==> src/rtl/urg_sched_pkg.sv <==
package urg_sched_pkg;
    typedef enum logic {
        ST_IDLE = 1'b0,
        ST_RUN  = 1'b1
    } sched_st_e;
endpackage

==> src/rtl/min_pick.sv <==
// Picks the valid entry with the smallest value; the scan starts at start_i
// and wraps, so the first entry in scan order wins a tie.
module min_pick #(
    parameter  int N  = 4,
    parameter  int W  = 8,
    localparam int IW = $clog2(N)
) (
    input  logic [N-1:0]         vld_i,
    input  logic [N-1:0][W-1:0]  val_i,
    input  logic [IW-1:0]        start_i,
    output logic                 hit_o,
    output logic [IW-1:0]        idx_o
);
    logic [W-1:0] best;
    int           c;

    always_comb begin
        hit_o = 1'b0;
        idx_o = '0;
        best  = '0;
        c     = 0;
        for (int k = 0; k < N; k++) begin
            c = int'(start_i) + k;
            if (c >= N) c = c - N;
            if (vld_i[c] && (!hit_o || (val_i[c] < best))) begin
                hit_o = 1'b1;
                idx_o = IW'(c);
                best  = val_i[c];
            end
        end
    end
endmodule

==> src/rtl/arrival_rank.sv <==
// Computes the urgency of each arriving cell and whether its queue has room.
module arrival_rank #(
    parameter  int N      = 4,
    parameter  int UW     = 8,
    parameter  int QDEPTH = 16,
    localparam int PW     = $clog2(N),
    localparam int CW     = $clog2(QDEPTH + 1),
    localparam int TW     = $clog2(N * QDEPTH + 1)
) (
    input  logic [N-1:0][N-1:0][CW-1:0] occ_i,
    input  logic [N-1:0]                vld_i,
    input  logic [N-1:0][PW-1:0]        dst_i,
    output logic [N-1:0]                acc_o,
    output logic [N-1:0][UW-1:0]        urg_o
);
    localparam int UMAX = (1 << UW) - 1;

    logic [N-1:0][TW-1:0] tot;
    int                   cnt;

    always_comb begin
        for (int j = 0; j < N; j++) begin
            tot[j] = '0;
            for (int i = 0; i < N; i++) tot[j] = tot[j] + TW'(occ_i[i][j]);
        end
    end

    always_comb begin
        acc_o = '0;
        urg_o = '0;
        cnt   = 0;
        for (int i = 0; i < N; i++) begin
            acc_o[i] = vld_i[i] && (occ_i[i][dst_i[i]] < CW'(QDEPTH));
            cnt      = int'(tot[dst_i[i]]);
            for (int k = 0; k < i; k++) begin
                if (acc_o[k] && (dst_i[k] == dst_i[i])) cnt = cnt + 1;
            end
            urg_o[i] = (cnt > UMAX) ? UW'(UMAX) : UW'(cnt);
        end
    end
endmodule

==> src/rtl/urgency_sched.sv <==
module urgency_sched
    import urg_sched_pkg::*;
#(
    parameter  int N      = 4,
    parameter  int UW     = 8,
    parameter  int QDEPTH = 16,
    parameter  int TIE_RR = 0,
    localparam int PW     = $clog2(N),
    localparam int CW     = $clog2(QDEPTH + 1),
    localparam int TW     = $clog2(N * QDEPTH + 1)
) (
    input  logic                  clk_i,
    input  logic                  rst_i,
    input  logic [N-1:0]          arv_vld_i,
    input  logic [N-1:0][PW-1:0]  arv_dst_i,
    input  logic                  phase_start_i,
    output logic                  busy_o,
    output logic                  match_vld_o,
    output logic [N-1:0]          match_hit_o,
    output logic [N-1:0][PW-1:0]  match_dst_o,
    output logic [N-1:0]          xfer_o
);
    localparam int UMAX = (1 << UW) - 1;

    typedef struct packed {
        sched_st_e                     st;
        logic [PW-1:0]                 round;
        logic [N-1:0]                  in_m;
        logic [N-1:0]                  out_m;
        logic [N-1:0][PW-1:0]          dst;
        logic [N-1:0][N-1:0][CW-1:0]   occ;
        logic [N-1:0][N-1:0][UW-1:0]   urg;
        logic [N-1:0][PW-1:0]          ptr;
        logic                          mvld;
    } sched_t;

    sched_t st_d, st_q;

    logic [N-1:0][N-1:0][CW-1:0] occ_q;
    logic [N-1:0][N-1:0][TW-1:0] oth;
    logic [N-1:0]                arv_acc;
    logic [N-1:0][UW-1:0]        arv_urg;
    logic [N-1:0][N-1:0]         rq_vld;
    logic [N-1:0][N-1:0][UW-1:0] rq_val;
    logic [N-1:0]                rq_hit;
    logic [N-1:0][PW-1:0]        rq_idx;
    logic [N-1:0]                rq_on;
    logic [N-1:0][N-1:0]         gt_vld;
    logic [N-1:0]                gt_hit;
    logic [N-1:0][PW-1:0]        gt_idx;

    function automatic logic [UW-1:0] sat_u(input int x);
        return (x > UMAX) ? UW'(UMAX) : UW'(x);
    endfunction

    arrival_rank #(.N(N), .UW(UW), .QDEPTH(QDEPTH)) u_rank (
        .occ_i (st_q.occ),
        .vld_i (arv_vld_i),
        .dst_i (arv_dst_i),
        .acc_o (arv_acc),
        .urg_o (arv_urg)
    );

    // cells for output j held at inputs other than i
    always_comb begin
        for (int i = 0; i < N; i++) begin
            for (int j = 0; j < N; j++) begin
                oth[i][j] = '0;
                for (int k = 0; k < N; k++) begin
                    if (k != i) oth[i][j] = oth[i][j] + TW'(st_q.occ[k][j]);
                end
            end
        end
    end

    // request candidates, one column per output
    always_comb begin
        for (int j = 0; j < N; j++) begin
            for (int i = 0; i < N; i++) begin
                rq_vld[j][i] = !st_q.in_m[i] && (st_q.occ[i][j] != '0);
                rq_val[j][i] = st_q.urg[i][j];
            end
        end
    end

    for (genvar j = 0; j < N; j++) begin : g_req
        min_pick #(.N(N), .W(UW)) u_pick (
            .vld_i   (rq_vld[j]),
            .val_i   (rq_val[j]),
            .start_i ('0),
            .hit_o   (rq_hit[j]),
            .idx_o   (rq_idx[j])
        );
    end

    always_comb begin
        for (int j = 0; j < N; j++) begin
            rq_on[j] = rq_hit[j] && !st_q.out_m[j] && (st_q.st == ST_RUN);
        end
        for (int i = 0; i < N; i++) begin
            for (int j = 0; j < N; j++) begin
                gt_vld[i][j] = rq_on[j] && (rq_idx[j] == PW'(i));
            end
        end
    end

    for (genvar i = 0; i < N; i++) begin : g_gnt
        logic [PW-1:0] start;
        if (TIE_RR != 0) begin : g_rot
            assign start = st_q.ptr[i];
        end else begin : g_low
            assign start = '0;
        end
        min_pick #(.N(N), .W(UW)) u_pick (
            .vld_i   (gt_vld[i]),
            .val_i   (st_q.urg[i]),
            .start_i (start),
            .hit_o   (gt_hit[i]),
            .idx_o   (gt_idx[i])
        );
    end

    always_comb begin
        logic [PW-1:0] d;
        d         = '0;
        st_d      = st_q;
        st_d.mvld = 1'b0;

        if (st_q.st == ST_IDLE) begin
            if (phase_start_i) begin
                st_d.st    = ST_RUN;
                st_d.round = '0;
                st_d.in_m  = '0;
                st_d.out_m = '0;
                st_d.dst   = '0;
                for (int i = 0; i < N; i++) begin
                    for (int j = 0; j < N; j++) begin
                        if ((st_q.occ[i][j] != '0) && (st_q.urg[i][j] != '0))
                            st_d.urg[i][j] = st_q.urg[i][j] - 1'b1;
                    end
                end
            end
        end else begin
            for (int i = 0; i < N; i++) begin
                if (gt_hit[i]) begin
                    st_d.in_m[i]          = 1'b1;
                    st_d.dst[i]           = gt_idx[i];
                    st_d.out_m[gt_idx[i]] = 1'b1;
                end
            end
            st_d.round = st_q.round + 1'b1;
            if (!(|gt_hit) || (st_q.round == PW'(N - 1))) begin
                st_d.st   = ST_IDLE;
                st_d.mvld = 1'b1;
                for (int i = 0; i < N; i++) begin
                    if (st_d.in_m[i]) begin
                        d                = st_d.dst[i];
                        st_d.occ[i][d]   = st_q.occ[i][d] - 1'b1;
                        if (st_q.occ[i][d] > CW'(1))
                            st_d.urg[i][d] = sat_u(int'(oth[i][d]));
                        st_d.ptr[i]      = (d == PW'(N - 1)) ? '0 : d + 1'b1;
                    end
                end
            end
        end

        for (int i = 0; i < N; i++) begin
            if (arv_acc[i]) begin
                d = arv_dst_i[i];
                if (st_d.occ[i][d] == '0) st_d.urg[i][d] = arv_urg[i];
                st_d.occ[i][d] = st_d.occ[i][d] + 1'b1;
            end
        end
    end

    always_ff @(posedge clk_i) begin
        if (rst_i) st_q <= '0;
        else       st_q <= st_d;
    end

    assign occ_q       = st_q.occ;
    assign busy_o      = (st_q.st == ST_RUN);
    assign match_vld_o = st_q.mvld;
    assign match_hit_o = st_q.in_m;
    assign match_dst_o = st_q.dst;
    assign xfer_o      = st_q.in_m & {N{st_q.mvld}};
endmodule

==> config.mk <==
export PLATFORM = sky130hd
export DESIGN_NAME = urgency_sched
export DESIGN_NICKNAME = d
export VERILOG_FILES = /design/src/rtl/urg_sched_pkg.sv /design/src/rtl/min_pick.sv /design/src/rtl/arrival_rank.sv /design/src/rtl/urgency_sched.sv
export SDC_FILE = /design/constraint.sdc
export NUM_CORES = 2
export LEC_CHECK = 0
export BUFFER_PORTS_ARGS = -buffer_cell sky130_fd_sc_hd__buf_2
export CAP_MARGIN = 0
export CORE_MARGIN = 8
export CORE_UTILIZATION = 67
export CTS_BUF_LIST = sky130_fd_sc_hd__clkbuf_16
export DETAILED_ROUTE_END_ITERATION = 7
export GPL_TIMING_DRIVEN = 0
export PLACE_DENSITY_LB_ADDON = 0.08
export SLEW_MARGIN = 10
export SYNTH_ARGS = -nofsm -noshare
export SYNTH_HDL_FRONTEND = slang
export SYNTH_HIERARCHICAL = 1
export SYNTH_SLANG_ARGS = --single-unit
==> constraint.sdc <==
create_clock -name clk_i -period 21 [get_ports clk_i]
set_clock_uncertainty 0.2 [all_clocks]
set_input_delay 0 -clock clk_i [delete_from_list [all_inputs] [get_ports clk_i]]
set_output_delay 0 -clock clk_i [all_outputs]
set_load 0.005 [all_outputs]
==> summary.md <==
| Metric | Value |
|---|---|
| Unrepaired setup endpoints after global routing | no |
| Most frequent CP cell | nand2_1 |
| YS warnings | 6 |
| EDFF count, synth | 0 |
| Critical Path RT | between 20 and 25 ns |
| DRC Markers | 0 |
| Worst vdd ir | between 0.09 and 0.1 mV |
| Leak | around 0.019 uW |
| Layout Nets | roughly 5700 |
| Vias per inst | roughly 7.3 |
| Post-Synthesis Cells | around 5100 |
| Worst Tran Pin Value | 1.41 ns |
| Initial DRC count | between 5000 and 6000 |
| Via Count | 44000 |
| Initial Utilization | 67.3% |
| Synth cell types | around 110 |
| First-pass GRT wire length | roughly 260000 um |
| Crit-path slowest cell | clkbuf_1 |
| Layout cells sized above 1 | a little over a tenth |
| Comb pwr share | a little over 70% |
| Area growth from synthesis to layout | 5.77% |
| Final core occ | slightly above 70% |
| CP max stage delay | 0.84 ns |
| Final ANT Viol Nets | 0 |
| Period utilization | between 90% and 100% |
| Area of the core | between 0.06 and 0.07 mm2 |
| H-tree depth | 1 |
| Tmin final | between 20 and 25 ns |
| CP Depth | 73 |
| Vias in the first global route | a little over 40000 |
| GRT Util Overall | 48.3% |
| R2R depth | 73 |
| Hold Crit Depth | 4 |
| Clock power frac | under 10% |
| Skew-Pair Late Insertion Delay | 0.58 ns |
| Clk buf depth | 3 |
| TritonCTS clock tree | built |
| Post-synth ARST share | 0% |
| CP Class | reg -> reg |
| Commonest register cell after synthesis | dfxtp_1 |
| Switching Fraction | just under 60% |
| GPL Wtd Cong | between 1 and 1.5 |
| Post-synthesis sequential area ratio | between 10 and 15% |
| Antenna violations before repair | 9 |
| Hpwl dp | about 140000 um |
| Slew Viols, Final | 0 |
| Die area | 0.0697 mm2 |
| Max-Cap Viols | 0 |
| Status | completed |
| Largest net degree at the start of global routing | 15 |
| Hold Crit Class | in -> reg |
| Design area | 0.0436 mm2 |
| Max Clock Freq | roughly 50 MHz |
| Post-Syn Area | about 0.041 mm2 |
| P_int | 2270 uW |
| Yosys reg bits | approximately 230 |
| Drt pass-1 iters | 8 |
| Total Neg Setup Slack | 0 ns |
| Die W | roughly 260 um |
| Site Rows | a little over 90 |
| Area contributors post-synth | dfxtp_1, ha_1, mux2i_1 |
| Yosys top cell area share | 11.1% |
| Crit path arrival time | slightly above 20 ns |
| Yosys top cell by area | dfxtp_1 |
| Num CTS Buffers | 25 |
| Buf+Inv Stages, Crit Path | 10 |
| Placed Cells | slightly below 6000 |
| Startpoint types | register |
| Routed len/inst | approximately 29 um |
| Setup violators final | 0 |
| Overall die height | 264 um |
| Avg Cell Area, Syn | ~8 um2 |
| CP top delay family | compound AO/OA/AOI/OAI gates |
| Post-CTS Setup Repair Bufs | 0 |
| Crit-path max FO | 10 |
| Clk sinks | approximately 230 |
| Clk root buf | clkbuf_16 |
| Critical Path End Type | register |
| DP Area | 0.0426 mm2 |
| Finished Layout Cells | between 6000 and 7000 |
| Clk pin slew, worst setup/hold paths | about 0.07 ns |
| Grt ovf | 0 |
| Routed wire length | around 180000 um |
| Relative slew slack | under 10% |
| Ports | 33 |
| Sequential power share | between 10% and 20% |
| Sw Pwr | 3090 uW |
| Port bufs | 31 |
| Final hold vios | 0 |
| Pwr Density | ~120 mW/mm2 |
-- state kept, by name (all words and copies together) (netlist names) --
register     cells
rq_val         128
occ_q           80
match_dst_o      8
st_q             6
match_hit_o      4
busy_o           1
match_vld_o      1
-- final timing paths --
| path | start | endpoint | slack, ns |
|---|---|---|---|
| max | occ_q[3] | rq_val[42] | 0.68 |
| min | arv_dst_i[5] | occ_q[57] | 0.0001 |
| max reg2reg | occ_q[3] | rq_val[42] | 0.68 |
| min reg2reg | st_q[233] | st_q[233] | 0.34 |
-- cells in the final DEF, fill, tap and decap left out, drive strengths merged, types with 20 or more instances in the layout --
cell type / instances
o21a: 45
nand2b: 40
nand4: 35
inv: 234
a211oi: 153
ha: 363
or2: 23
and3: 51
mux2: 102
a31oi: 23
nor3: 108
a21oi: 409
o21ai: 252
dfxtp: 228
or3: 32
or4: 30
o211ai: 96
mux4: 137
fa: 88
and2: 36
nor2b: 91
xor2: 80
nand2: 463
nor2: 402
a211o: 71
buf: 200
clkbuf: 156
xnor2: 178
nor3b: 20
a21o: 103
nor4: 74
conb: 59
nand3: 99
mux2i: 389
and3b: 20
-- area by class of cell --
type | count | area [um2]
inverters | 233 | 875
clock buffers | 25 | 626
well taps | 790 | 988
flip-flops and latches | 228 | 4560
clock inverters | 16 | 104
fillers | 5088 | 17600
diodes | 6 | 15.0
repair buffers | 45 | 292
plain buffers | 297 | 1480
multi-input cells | 4363 | 34700
-- cell families after synthesis --
group                      Yosys count  synth area share, %
and+or+nand+nor                   1570                 19.3
AOI/OAI and AO/OA                 1397                 23.1
DFF                                228                 11.1
adders and majority gates          451                 15.3
muxes                              628                 20.1
buffers and inverters              530                 5.70
xor gates and xnor gates           258                 5.50
other                                2               0.0182
-- through the flow --
stage | power (uW) | hold WS [ns] | worst slack, ns
5_1_grt | 5610 | 0.0707 | 0.0485
3_5_place_dp | 4640 | 0.285 | 0.359
6_report | 5360 | 0.000118 | 0.684
3_3_place_gp | 4570 | 0.272 | 0.465
4_1_cts | 5090 | 0.0204 | 0.254
2_1_floorplan | 3460 | 0.0414 | 5.51
-- worst register-to-register path, delay by kind of cell (launching register included) --
family                     cells  cell delay (ns)
AOI/OAI and AO/OA             33             7.74
and+or+nand+nor               19             4.88
buffers and inverters         10             3.07
adders and majority gates      7             2.04
muxes                          4             1.79
DFF                            1             0.47
-- synthesized netlist by cell type, types with 35 or more instances --
cell type    n
mux2i_1    370
o211ai_1    96
nor3_1      86
o21ai_1     45
xnor2_1    177
nand2_1    463
o21ai_0    207
and2_1      35
dfxtp_1    228
mux2_2      95
nand4_1     35
a21oi_1    408
o21a_1      38
nor4_1      58
nor2b_1     91
a21o_1     103
nand3_1     94
fa_1        88
nor2_1     398
inv_1      227
a211oi_1   148
a211o_1     71
buf_1       49
mux4_2     136
buf_2       68
and3_1      51
nand2b_1    39
clkbuf_1   131
xor2_1      80
ha_1       363
-- per-layer routing --
metal	wire length (um)	share of wire [%]	up-vias	global-route usage (%)
met5	85	0.048	-	0
met4	19200	11	14	40.0
met3	26700	15	1041	17.9
met2	69900	39	3403	69.2
met1	61100	35	20400	57.0
li1	-	-	19100	-
-- what timing repair did --
action                                 4_1_cts  5_1_grt
endpoints found under the hold margin       27        0
resized for setup                            0       13
setup endpoints to repair                    0      137
hold buffers                                11        0
-- power by group through the flow --
stage	Combinational, uW	Sequential (uW)	Clock (uW)
after detailed placement	3630	1010	0
after global routing	4140	1030	438
after global placement	3570	1010	0
after CTS	3660	1000	424
after floorplan	2730	734	0
final	3870	1060	432
Note: power is estimated with default switching activity, not from simulation.
